File: config.mk
export PLATFORM = sky130hd
export DESIGN_NAME = cam_sync_capture
export DESIGN_NICKNAME = d
export VERILOG_FILES = /design/src/rtl/cam_cap_pkg.sv /design/src/rtl/cam_in_sync.sv /design/src/rtl/cam_sync_fsm.sv /design/src/rtl/cam_word_pack.sv /design/src/rtl/cam_sync_capture.sv
export SDC_FILE = /design/constraint.sdc
export NUM_CORES = 1
export LEC_CHECK = 0
export ABC_AREA = 1
export CORE_ASPECT_RATIO = 0.7
export CORE_MARGIN = 5
export CORE_UTILIZATION = 55
export CTS_CLUSTER_DIAMETER = 40
export CTS_CLUSTER_SIZE = 14
export DETAILED_ROUTE_END_ITERATION = 16
export PLACE_DENSITY = 0.75
export SETUP_SLACK_MARGIN = 0.05
export SLEW_MARGIN = 40
export SYNTH_ARGS = -nofsm -noshare
export SYNTH_HDL_FRONTEND = slang
export SYNTH_SLANG_ARGS = --single-unit
File: constraint.sdc
create_clock -name clk -period 2.2 [get_ports clk]
set_input_delay 0.55 -clock clk [delete_from_list [all_inputs] [get_ports clk]]
set_output_delay 0.55 -clock clk [all_outputs]
set_load 0.005 [all_outputs]
File: src/rtl/cam_cap_pkg.sv
package cam_cap_pkg;

   typedef enum logic {ST_IDLE, ST_RUN} cap_state_t;

   typedef struct packed {
      logic fs;
      logic ls;
      logic le;
      logic fe;
   } cap_evt_t;

   // width codes that carry data
   localparam logic [2:0] WID_8  = 3'b000;
   localparam logic [2:0] WID_10 = 3'b001;
   localparam logic [2:0] WID_12 = 3'b010;

   function automatic logic width_ok(input logic [2:0] m);
      return (m == WID_8) || (m == WID_10) || (m == WID_12);
   endfunction

   function automatic logic width_wide(input logic [2:0] m);
      return (m == WID_10) || (m == WID_12);
   endfunction

   function automatic logic [15:0] sample_mask(input logic [2:0] m, input logic [11:0] d);
      case (m)
         WID_8:   return {8'h00, d[7:0]};
         WID_10:  return {6'h00, d[9:0]};
         default: return {4'h0, d};
      endcase
   endfunction

endpackage

File: src/rtl/cam_in_sync.sv
module cam_in_sync #(
   parameter int PIX_W  = 12,
   parameter int STAGES = 2
) (
   input  logic             clk,
   input  logic             rst_n,
   input  logic             pclk_pol,
   input  logic             cam_pclk,
   input  logic             cam_vs,
   input  logic             cam_hs,
   input  logic [PIX_W-1:0] cam_data,
   output logic             strobe,
   output logic             vs_s,
   output logic             hs_s,
   output logic [PIX_W-1:0] data_s
);
   localparam int BW = PIX_W + 3;

   if (STAGES < 0 || STAGES > 4) begin : g_bad_stages
      $error("cam_in_sync: STAGES must be 0..4");
   end

   logic [BW-1:0] raw, synced;
   logic          pclk_cur, pclk_prev;

   assign raw = {cam_pclk, cam_vs, cam_hs, cam_data};

   if (STAGES == 0) begin : g_direct
      assign synced = raw;
   end else begin : g_chain
      logic [BW-1:0] stg [STAGES];
      always_ff @(posedge clk or negedge rst_n) begin
         if (!rst_n) begin
            for (int i = 0; i < STAGES; i++) stg[i] <= '0;
         end else begin
            stg[0] <= raw;
            for (int i = 1; i < STAGES; i++) stg[i] <= stg[i-1];
         end
      end
      assign synced = stg[STAGES-1];
   end

   assign {pclk_cur, vs_s, hs_s, data_s} = synced;

   always_ff @(posedge clk or negedge rst_n) begin
      if (!rst_n) pclk_prev <= 1'b0;
      else        pclk_prev <= pclk_cur;
   end

   assign strobe = pclk_pol ? (pclk_prev & ~pclk_cur) : (pclk_cur & ~pclk_prev);

endmodule

File: src/rtl/cam_sync_fsm.sv
module cam_sync_fsm
   import cam_cap_pkg::*;
#(
   parameter int PIX_W = 12
) (
   input  logic             clk,
   input  logic             rst_n,
   input  logic             strobe,
   input  logic             vs_s,
   input  logic             hs_s,
   input  logic [PIX_W-1:0] data_s,
   input  logic             en,
   input  logic             frame_trig,
   input  logic             start_edge,
   input  logic             vs_pol,
   input  logic             hs_pol,
   input  logic [2:0]       mode,
   input  logic             fsm_rst,
   output cap_evt_t         evt,
   output logic             pix_vld,
   output logic [15:0]      pix,
   output logic             flush,
   output logic             halt
);
   cap_state_t state;
   logic vs_a, hs_a, vs_prev, hs_prev;
   logic start, in_frame, run;
   cap_evt_t evt_n;
   logic pix_n;

   assign vs_a = vs_s ^ vs_pol;
   assign hs_a = hs_s ^ hs_pol;
   assign run  = (state == ST_RUN);

   // an immediate stop or an honoured state-machine reset
   assign halt = !en && (!frame_trig || fsm_rst);

   assign start    = (state == ST_IDLE) && en && vs_a && (!start_edge || !vs_prev);
   assign in_frame = (run && vs_a) || start;

   always_comb begin
      evt_n.fs = strobe && start;
      evt_n.fe = strobe && run && !vs_a;
      evt_n.ls = strobe && in_frame && hs_a && !hs_prev;
      evt_n.le = strobe && run && hs_prev && !hs_a;
      pix_n    = strobe && in_frame && hs_a && width_ok(mode);
   end

   always_ff @(posedge clk or negedge rst_n) begin
      if (!rst_n) begin
         state   <= ST_IDLE;
         vs_prev <= 1'b0;
         hs_prev <= 1'b0;
         evt     <= '0;
         pix_vld <= 1'b0;
         flush   <= 1'b0;
         pix     <= '0;
      end else begin
         evt     <= halt ? '0 : evt_n;
         pix_vld <= !halt && pix_n;
         flush   <= !halt && evt_n.le;
         pix     <= sample_mask(mode, data_s[11:0]);
         if (strobe) begin
            vs_prev <= vs_a;
            hs_prev <= hs_a;
         end
         if (halt)
            state <= ST_IDLE;
         else if (strobe && start)
            state <= ST_RUN;
         else if (strobe && run && !vs_a)
            state <= ST_IDLE;
      end
   end

endmodule

File: src/rtl/cam_word_pack.sv
module cam_word_pack #(
   parameter int WORD_W = 32
) (
   input  logic              clk,
   input  logic              rst_n,
   input  logic              smp_vld,
   input  logic [15:0]       smp,
   input  logic              flush,
   input  logic              drop,
   input  logic              wide,
   input  logic              swap,
   output logic [WORD_W-1:0] word,
   output logic              word_vld
);
   localparam int N8  = WORD_W / 8;
   localparam int N16 = WORD_W / 16;
   localparam int CW  = $clog2(N8 + 1);
   localparam int SW  = $clog2(WORD_W);

   if (WORD_W % 16 != 0 || WORD_W < 16) begin : g_bad_word
      $error("cam_word_pack: WORD_W must be a nonzero multiple of 16");
   end

   logic [WORD_W-1:0] acc, acc_n, ins;
   logic [CW-1:0]     cnt, cnt_n, lanes, lane;
   logic [SW-1:0]     shamt;

   always_comb begin
      lanes = wide ? CW'(N16) : CW'(N8);
      lane  = swap ? CW'(lanes - CW'(1) - cnt) : cnt;
      shamt = wide ? (SW'(lane) << 4) : (SW'(lane) << 3);
      ins   = {{(WORD_W-16){1'b0}}, smp} << shamt;
      acc_n = acc | ins;
      cnt_n = CW'(cnt + CW'(1));
   end

   always_ff @(posedge clk or negedge rst_n) begin
      if (!rst_n) begin
         acc      <= '0;
         cnt      <= '0;
         word     <= '0;
         word_vld <= 1'b0;
      end else begin
         word_vld <= 1'b0;
         if (drop) begin
            acc <= '0;
            cnt <= '0;
         end else if (smp_vld) begin
            if (cnt_n == lanes) begin
               word     <= acc_n;
               word_vld <= 1'b1;
               acc      <= '0;
               cnt      <= '0;
            end else begin
               acc <= acc_n;
               cnt <= cnt_n;
            end
         end else if (flush && cnt != '0) begin
            word     <= acc;
            word_vld <= 1'b1;
            acc      <= '0;
            cnt      <= '0;
         end
      end
   end

endmodule

File: src/rtl/cam_sync_capture.sv
module cam_sync_capture
   import cam_cap_pkg::*;
#(
   parameter int PIX_W       = 12,
   parameter int WORD_W      = 32,
   parameter int SYNC_STAGES = 2
) (
   input  logic              clk,
   input  logic              rst_n,
   input  logic              cam_pclk,
   input  logic              cam_vs,
   input  logic              cam_hs,
   input  logic [PIX_W-1:0]  cam_data,
   input  logic              en,
   input  logic              frame_trig,
   input  logic              start_edge,
   input  logic              vs_pol,
   input  logic              hs_pol,
   input  logic              pclk_pol,
   input  logic [2:0]        mode,
   input  logic              swap,
   input  logic              fsm_rst,
   output logic [WORD_W-1:0] word,
   output logic              word_vld,
   output logic              frame_start,
   output logic              frame_end,
   output logic              line_start,
   output logic              line_end
);
   if (PIX_W != 12) begin : g_bad_pix
      $error("cam_sync_capture: PIX_W must be 12");
   end

   logic             strobe, vs_s, hs_s, pix_vld, flush, halt;
   logic [PIX_W-1:0] data_s;
   logic [15:0]      pix;
   cap_evt_t         evt;

   cam_in_sync #(.PIX_W(PIX_W), .STAGES(SYNC_STAGES)) u_sync (
      .clk(clk), .rst_n(rst_n), .pclk_pol(pclk_pol),
      .cam_pclk(cam_pclk), .cam_vs(cam_vs), .cam_hs(cam_hs), .cam_data(cam_data),
      .strobe(strobe), .vs_s(vs_s), .hs_s(hs_s), .data_s(data_s)
   );

   cam_sync_fsm #(.PIX_W(PIX_W)) u_fsm (
      .clk(clk), .rst_n(rst_n), .strobe(strobe), .vs_s(vs_s), .hs_s(hs_s),
      .data_s(data_s), .en(en), .frame_trig(frame_trig), .start_edge(start_edge),
      .vs_pol(vs_pol), .hs_pol(hs_pol), .mode(mode), .fsm_rst(fsm_rst),
      .evt(evt), .pix_vld(pix_vld), .pix(pix), .flush(flush), .halt(halt)
   );

   cam_word_pack #(.WORD_W(WORD_W)) u_pack (
      .clk(clk), .rst_n(rst_n), .smp_vld(pix_vld), .smp(pix), .flush(flush),
      .drop(halt), .wide(width_wide(mode)), .swap(swap),
      .word(word), .word_vld(word_vld)
   );

   assign frame_start = evt.fs;
   assign frame_end   = evt.fe;
   assign line_start  = evt.ls;
   assign line_end    = evt.le;

endmodule

==> impl_metrics.env, run 1 <==
export IMPL_status="complete, no violations"
export IMPL_critPathMostFrequentCell="nand2_1"
export IMPL_grt_pass1_vias=4058
export IMPL_clock_latency_ns=0.41
export IMPL_h_tree_depth=4
export IMPL_viasPerCell=5.05
export IMPL_synth_seq_cells=119
export IMPL_dp_hpwl_mm=7.75
export IMPL_fill_cells=667
export IMPL_num_rows=29
export IMPL_instances_no_fill=806
export IMPL_fin_area_sq_mm=0.00668
export IMPL_worstPathMaxFanout=28
export IMPL_cts_sinks=119
export IMPL_clkPwrFrac=0.466
export IMPL_synth_area_leaders="dfrtp_1, nand2_1, inv_1, nand3_1, nand4_1"
export IMPL_powerDensity_mw_per_mm2=957
export IMPL_vias=4069
export IMPL_io_buffers=64
export IMPL_yosysTopAreaCellShare=0.570
export IMPL_maxCapViolCount=0
export IMPL_fp_dieH_um=91.5
export IMPL_num_antenna_cells=0
export IMPL_cp_slowest_cell="clkdlybuf4s50_1"
export IMPL_track_usage=0.215
export IMPL_gp_congestion=0.809
export IMPL_grt_pass1_wl_mm=19.8
export IMPL_grt_overflow=0
export IMPL_combPwrFrac=0.136
export IMPL_clk_pin_slew_ns=0.05
export IMPL_worstPathBufferInverterCount=2
export IMPL_yosysTopAreaCell="dfrtp_1"
export IMPL_min_period_ns=1.94
export IMPL_final_max_slew_viol_count=0
export IMPL_post_drt_wl_per_cell_um=14.1
export IMPL_clock_root_buffer="clkbuf_16"
export IMPL_power_mw=6.39
export IMPL_critPathKind="in2reg"
export IMPL_ant_nets=0
export IMPL_rsz0062_at_grt="false"
export IMPL_synthToLayoutAreaGrowth_pct=27.9
export IMPL_power_internal_mw=4.88
export IMPL_place_inst=775
export IMPL_post_cts_resized=0
export IMPL_skew_ns=0.00834
export IMPL_drt_iter0_drc=324
export IMPL_yosysSeqAreaShare=0.570
export IMPL_pin_count=65
export IMPL_grt_max_degree=44
export IMPL_fin_nets=700
export IMPL_peakVddDrop_mv=0.847
export IMPL_max_slew_margin_rel=0.660
export IMPL_antenna_found_initial=0
export IMPL_fmax_mhz=515
export IMPL_final_common_cell="nand2_1"
export IMPL_critPathRequiredTime_ns=2.50
export IMPL_p_switching_mw=1.51
export IMPL_finalSetupViolations=0
export IMPL_synthCells=595
export IMPL_cts_hold_buffers_added=0
export IMPL_avgSynthCellArea_sq_um=8.78
export IMPL_core_sq_mm=0.00918
export IMPL_drc=0
export IMPL_path_delay_family="simple AND/OR/NAND/NOR gates"
export IMPL_synth_net_count=625
export IMPL_cts_setup_buffers=0
export IMPL_cts_tree="yes"
export IMPL_ys_types=30
export IMPL_tightest_slew_ns=0.510
export IMPL_p_leak_nw=3.55
export IMPL_dieArea_sq_mm=0.0116
export IMPL_dieWidth_um=126
export IMPL_end_kind="flip-flop"
export IMPL_start_util=0.569
export IMPL_hold_viol=0
export IMPL_p_seq_frac=0.397
export IMPL_synth_warnings=0
export IMPL_netlist_area_sq_mm=0.00522
export IMPL_dr_pass1_iters=7
export IMPL_startpoint_type="input port"
export IMPL_cts_inserted_buffers=17
export IMPL_worstPathArrival_ns=2.24
export IMPL_final_cell_mix="nand2_1, dfrtp_1, inv_1"
export IMPL_placed_cell_area_sq_mm=0.00603
export IMPL_routed_wl_mm=11.4
export IMPL_hold_path_class="in2async"
export IMPL_worstPathCellList="clkdlybuf4s50_1 -> nor2_1 -> nand2_2 -> buf_4 -> nand3_4 -> nand2_4 -> nand2_1 -> nand3_1 -> nand2_1 -> nand2_1 -> nand2_1"
export IMPL_slowest_delay_ns=0.52
export IMPL_post_route_period_util=0.882
export IMPL_clk_path_buf_depth=2
export IMPL_drive_above_1_share=0.116
export IMPL_p_sw_frac=0.236
kinds of logic after synthesis:
kind of cell / after synthesis / share of synthesized area
and+or+nand+nor: 325 / 0.281
AOI/OAI and AO/OA: 28 / 0.0297
buffers and inverters: 119 / 0.111
xor gates and xnor gates: 2 / 0.00336
adders and majority gates: 2 / 0.00479
DFF: 119 / 0.570
Yosys cell counts, drive strengths merged:
cell	number
buf	29
a21oi	1
o2111ai	1
nand2	226
o22ai	2
a21boi	1
o21ai	22
dfrtp	119
nor4	1
clkbuf	3
nand4	28
inv	87
ha	2
nor3	2
o211ai	1
nor2	13
nand3	55
xor2	2
metrics by stage:
step | hold WS, ns | worst slack, ns | TNS (ns) | util
6_report | 0.114 | 0.260 | 0 | 0.727
5_1_grt | 0.142 | 0.136 | 0 | 0.727
4_1_cts | 0.115 | 0.276 | 0 | 0.727
3_5_place_dp | 0.335 | -0.109 | -1.87 | 0.657
3_3_place_gp | 0.332 | -0.0148 | -0.0345 | 0.657
2_1_floorplan | 0.254 | 0.615 | 0 | -
worst paths after layout:
kind / end / slack, ns / depth (start not counted) / from
worst max-delay path: u_pack.word[18] / 0.26 / 11 / mode[2]
worst min-delay path: u_sync.g_chain.stg[26] / 0.11 / 1 / rst_n
worst max register to register: u_pack.word[18] / 0.33 / 11 / u_pack.cnt[1]
worst min register to register: u_fsm.pix[5] / 0.35 / 0 / u_sync.synced[5]
max in group asynchronous: u_pack.word[21] / 1.48 / 2 / rst_n
min in group clk: u_fsm.pix[5] / 0.35 / 0 / u_sync.synced[5]
sequential cells by signal, summed over array words and instances, names as in the netlist:
signal,flops
u_pack.word,32
u_fsm.pix_vld,1
u_fsm.vs_prev,1
u_fsm.pix,12
u_fsm.run,1
u_pack.acc,32
u_fsm.hs_prev,1
u_pack.word_vld,1
u_sync.synced,15
u_sync.pclk_prev,1
u_fsm.evt,4
u_sync.g_chain.stg,15
u_pack.cnt,3
power by group through the flow:
stage          clock (mW)  combinational [mW]  sequential (mW)
5_1_grt              3.13               0.977             2.56
3_3_place_gp            0               0.855             2.55
4_1_cts              3.02               0.884             2.54
6_report             2.98               0.872             2.54
2_1_floorplan           0               0.407             2.55
3_5_place_dp            0               0.873             2.57
layer usage:
layer,vias to the layer above,share of wire,GRT usage
li1,1990,-,-
met1,1930,0.46,0.296
met2,128,0.46,0.330
met3,21,0.070,0.0598
met4,0,0.016,0.0777
met5,-,0,0
cell type report:
cell class	count	area, sq um	area share
clock buffer	18	439	0.0658
timing repair buffer	88	906	0.136
inverter	87	329	0.0493
clock inverter	13	204	0.0305
multi-input combinational	357	1670	0.249
tap	124	155	0.0232
sequential	119	2980	0.446
Note: power is estimated with default switching activity, not from simulation.
==> inputs of run 2 (changes only) <==
--- a/config.mk
+++ b/config.mk
@@ -6,9 +6,12 @@
 export NUM_CORES = 1
 export LEC_CHECK = 0
 export ABC_AREA = 1
+export CAP_MARGIN = 20
+export CELL_PAD_IN_SITES_DETAIL_PLACEMENT = 1
+export CELL_PAD_IN_SITES_GLOBAL_PLACEMENT = 1
 export CORE_ASPECT_RATIO = 0.7
 export CORE_MARGIN = 5
-export CORE_UTILIZATION = 55
+export CORE_UTILIZATION = 42
 export CTS_CLUSTER_DIAMETER = 40
 export CTS_CLUSTER_SIZE = 14
 export DETAILED_ROUTE_END_ITERATION = 16
@@ -17,4 +20,5 @@
 export SLEW_MARGIN = 40
 export SYNTH_ARGS = -nofsm -noshare
 export SYNTH_HDL_FRONTEND = slang
+export SYNTH_HIERARCHICAL = 1
 export SYNTH_SLANG_ARGS = --single-unit
==> impl_metrics.env, run 2 <==
export IMPL_drive_above_1_share=0.139
export IMPL_rsz0062_at_grt="false"
export IMPL_worstPathMaxFanout=10
export IMPL_worstPathCellList="clkdlybuf4s50_1 -> inv_1 -> nand2_1 -> nor2_1 -> buf_4 -> nor2_2 -> nand3_1 -> nand3_2 -> nand3_2 -> nor2_4 -> buf_12 -> clkbuf_16 -> nand2_1 -> nand2_1"
export IMPL_antenna_found_initial=0
export IMPL_fill_cells=1426
export IMPL_critPathKind="in2reg"
export IMPL_cp_slowest_cell="clkdlybuf4s50_1"
export IMPL_place_inst=802
export IMPL_dp_hpwl_mm=9.15
export IMPL_fin_nets=692
export IMPL_synth_warnings=6
export IMPL_synth_most_common_cell="nand2_1"
export IMPL_num_antenna_cells=0
export IMPL_grt_pass1_vias=4214
export IMPL_track_usage=0.193
export IMPL_end_kind="flip-flop"
export IMPL_yosysTopAreaCell="dfrtp_1"
export IMPL_core_sq_mm=0.0123
export IMPL_reg_top3="u_pack/acc x32, u_pack/word x32"
export IMPL_gp_congestion=0.829
export IMPL_powerDensity_mw_per_mm2=895
export IMPL_power_mw=6.06
export IMPL_grt_pass1_wl_mm=21.7
export IMPL_synth_area_leaders="dfrtp_1, nand2_1, nand3_1, inv_1, buf_4"
export IMPL_netlist_area_sq_mm=0.00520
export IMPL_ant_nets=0
export IMPL_ys_types=27
export IMPL_min_period_ns=2.02
export IMPL_async_flop_share=1.00
export IMPL_startpoint="mode[2]"
export IMPL_final_core_util=0.553
export IMPL_fp_dieH_um=103
export IMPL_drc=0
export IMPL_yosysTopAreaCellShare=0.573
export IMPL_cts_sinks=119
export IMPL_clock_latency_ns=0.41
export IMPL_pin_count=65
export IMPL_fmax_mhz=494
export IMPL_routed_wl_mm=13.5
export IMPL_status="complete, no violations"
export IMPL_io_buffers=64
export IMPL_cts_inserted_buffers=17
export IMPL_grt_max_degree=51
export IMPL_synth_edff_count=0
export IMPL_slowest_delay_ns=0.50
export IMPL_hold_path_class="in2async"
export IMPL_start_util=0.424
export IMPL_final_common_cell="nand2_1"
export IMPL_cts_tree="yes"
export IMPL_post_drt_wl_per_cell_um=16.2
export IMPL_skew_ns=0.00737
export IMPL_synth_flop_cell="dfrtp_1"
export IMPL_worstPathArrival_ns=2.38
export IMPL_post_route_period_util=0.919
export IMPL_h_tree_depth=4
export IMPL_rr_startpoint="u_pack/cnt[0]"
export IMPL_dr_pass1_iters=4
export IMPL_maxCapViolCount=0
export IMPL_clock_root_buffer="clkbuf_16"
export IMPL_synthTopCellsByCount="nand2_1, dfrtp_1, nand3_1"
export IMPL_clk_pin_slew_ns=0.06
export IMPL_final_cell_mix="nand2_1, dfrtp_1, clkdlybuf4s50_1"
export IMPL_synthToLayoutAreaGrowth_pct=30.2
export IMPL_avgSynthCellArea_sq_um=8.80
export IMPL_p_leak_nw=3.41
export IMPL_r2r_slack_ns=0.18
export IMPL_hold_viol=0
export IMPL_synth_seq_cells=119
export IMPL_peakVddDrop_mv=0.595
export IMPL_startpoint_type="input port"
export IMPL_synthCells=591
export IMPL_vias=4169
export IMPL_dieArea_sq_mm=0.0147
export IMPL_critPathMostFrequentCell="nand2_1"
export IMPL_grt_overflow=0
export IMPL_clk_path_buf_depth=2
export IMPL_dieWidth_um=143
export IMPL_instances_no_fill=837
export IMPL_num_rows=34
export IMPL_yosysSeqAreaShare=0.573
export IMPL_critPathRequiredTime_ns=2.55
export IMPL_finalSetupViolations=0
export IMPL_final_max_slew_viol_count=0
export IMPL_viasPerCell=4.98
export IMPL_drt_iter0_drc=235
run 2: cell count changes after synthesis, sizes merged, moves of 2 or more:
cell	change
nand3	+7
o21ai	-20
clkbuf	-3
nor3	-2
buf	+13
inv	-28
a21oi	+33
nor2	+8
nand4	-11
xor2	-2
run 2: layout make-up:
type	count	area, sq um	share of cell area
repair buffers	91	993	0.147
multi-input cells	374	1730	0.256
well taps	162	203	0.0299
clock inverters	14	199	0.0294
clock buffers	18	439	0.0649
inverters	59	224	0.0331
flip-flops and latches	119	2980	0.440
run 2: logic make-up (layout without fill, tap and decap cells):
logic type      Yosys count  in the layout  share of synthesized area
compound gates           43             43                     0.0469
fa+ha+maj                 2              2                    0.00481
buf+inv                 101            182                     0.0972
flops                   119            119                      0.573
other cells               1              4                   0.000721
simple gates            325            325                      0.277
run 2: repair_timing:
action                     in CTS  in global routing
setup endpoints to repair       0                 31
hold endpoints to repair        0                  0
hold buffers                    0                  0
setup buffers                   0                  1
resized for setup               0                  5
run 2: power by group:
group / internal (mW) / switching [mW] / leakage (nW)
combinational: 0.282 / 0.392 / 1.56
sequential: 2.34 / 0.0662 / 1.54
clock: 1.94 / 1.05 / 0.311
run 2: worst max-delay path, delay by kind of cell:
kind	cells	cell delay (ns)
AND/OR/NAND/NOR	9	0.84
buffers and inverters	5	1.00
run 2: final timing paths:
kind                                           to  depth (start not counted)
hold / removal             u_sync/g_chain.stg[28]                          1
setup / recovery                   u_pack/word[2]                         14
setup reg to reg                   u_pack/word[2]                         11
max in group asynchronous         u_pack/word[10]                          2
min in group clk                     u_fsm/pix[6]                          0
hold reg to reg                      u_fsm/pix[6]                          0
run 2: through the flow:
step / cell area, sq um / worst slack, ns / TNS [ns] / hold slack (ns)
2_1_floorplan: 5210 / 0.391 / 0 / 0.254
3_3_place_gp: 6050 / -0.192 / -10.06 / 0.332
3_5_place_dp: 6050 / -0.281 / -16.86 / 0.336
4_1_cts: 6690 / 0.149 / 0 / 0.0763
5_1_grt: 6770 / 0.0441 / 0 / 0.103
6_report: 6770 / 0.178 / 0 / 0.0837
run 2: per-layer routing:
layer | global-route usage | share of wire
met5 | 0 | 0
met4 | 0.0672 | 0.0091
met3 | 0.0427 | 0.048
met2 | 0.313 | 0.48
met1 | 0.258 | 0.46
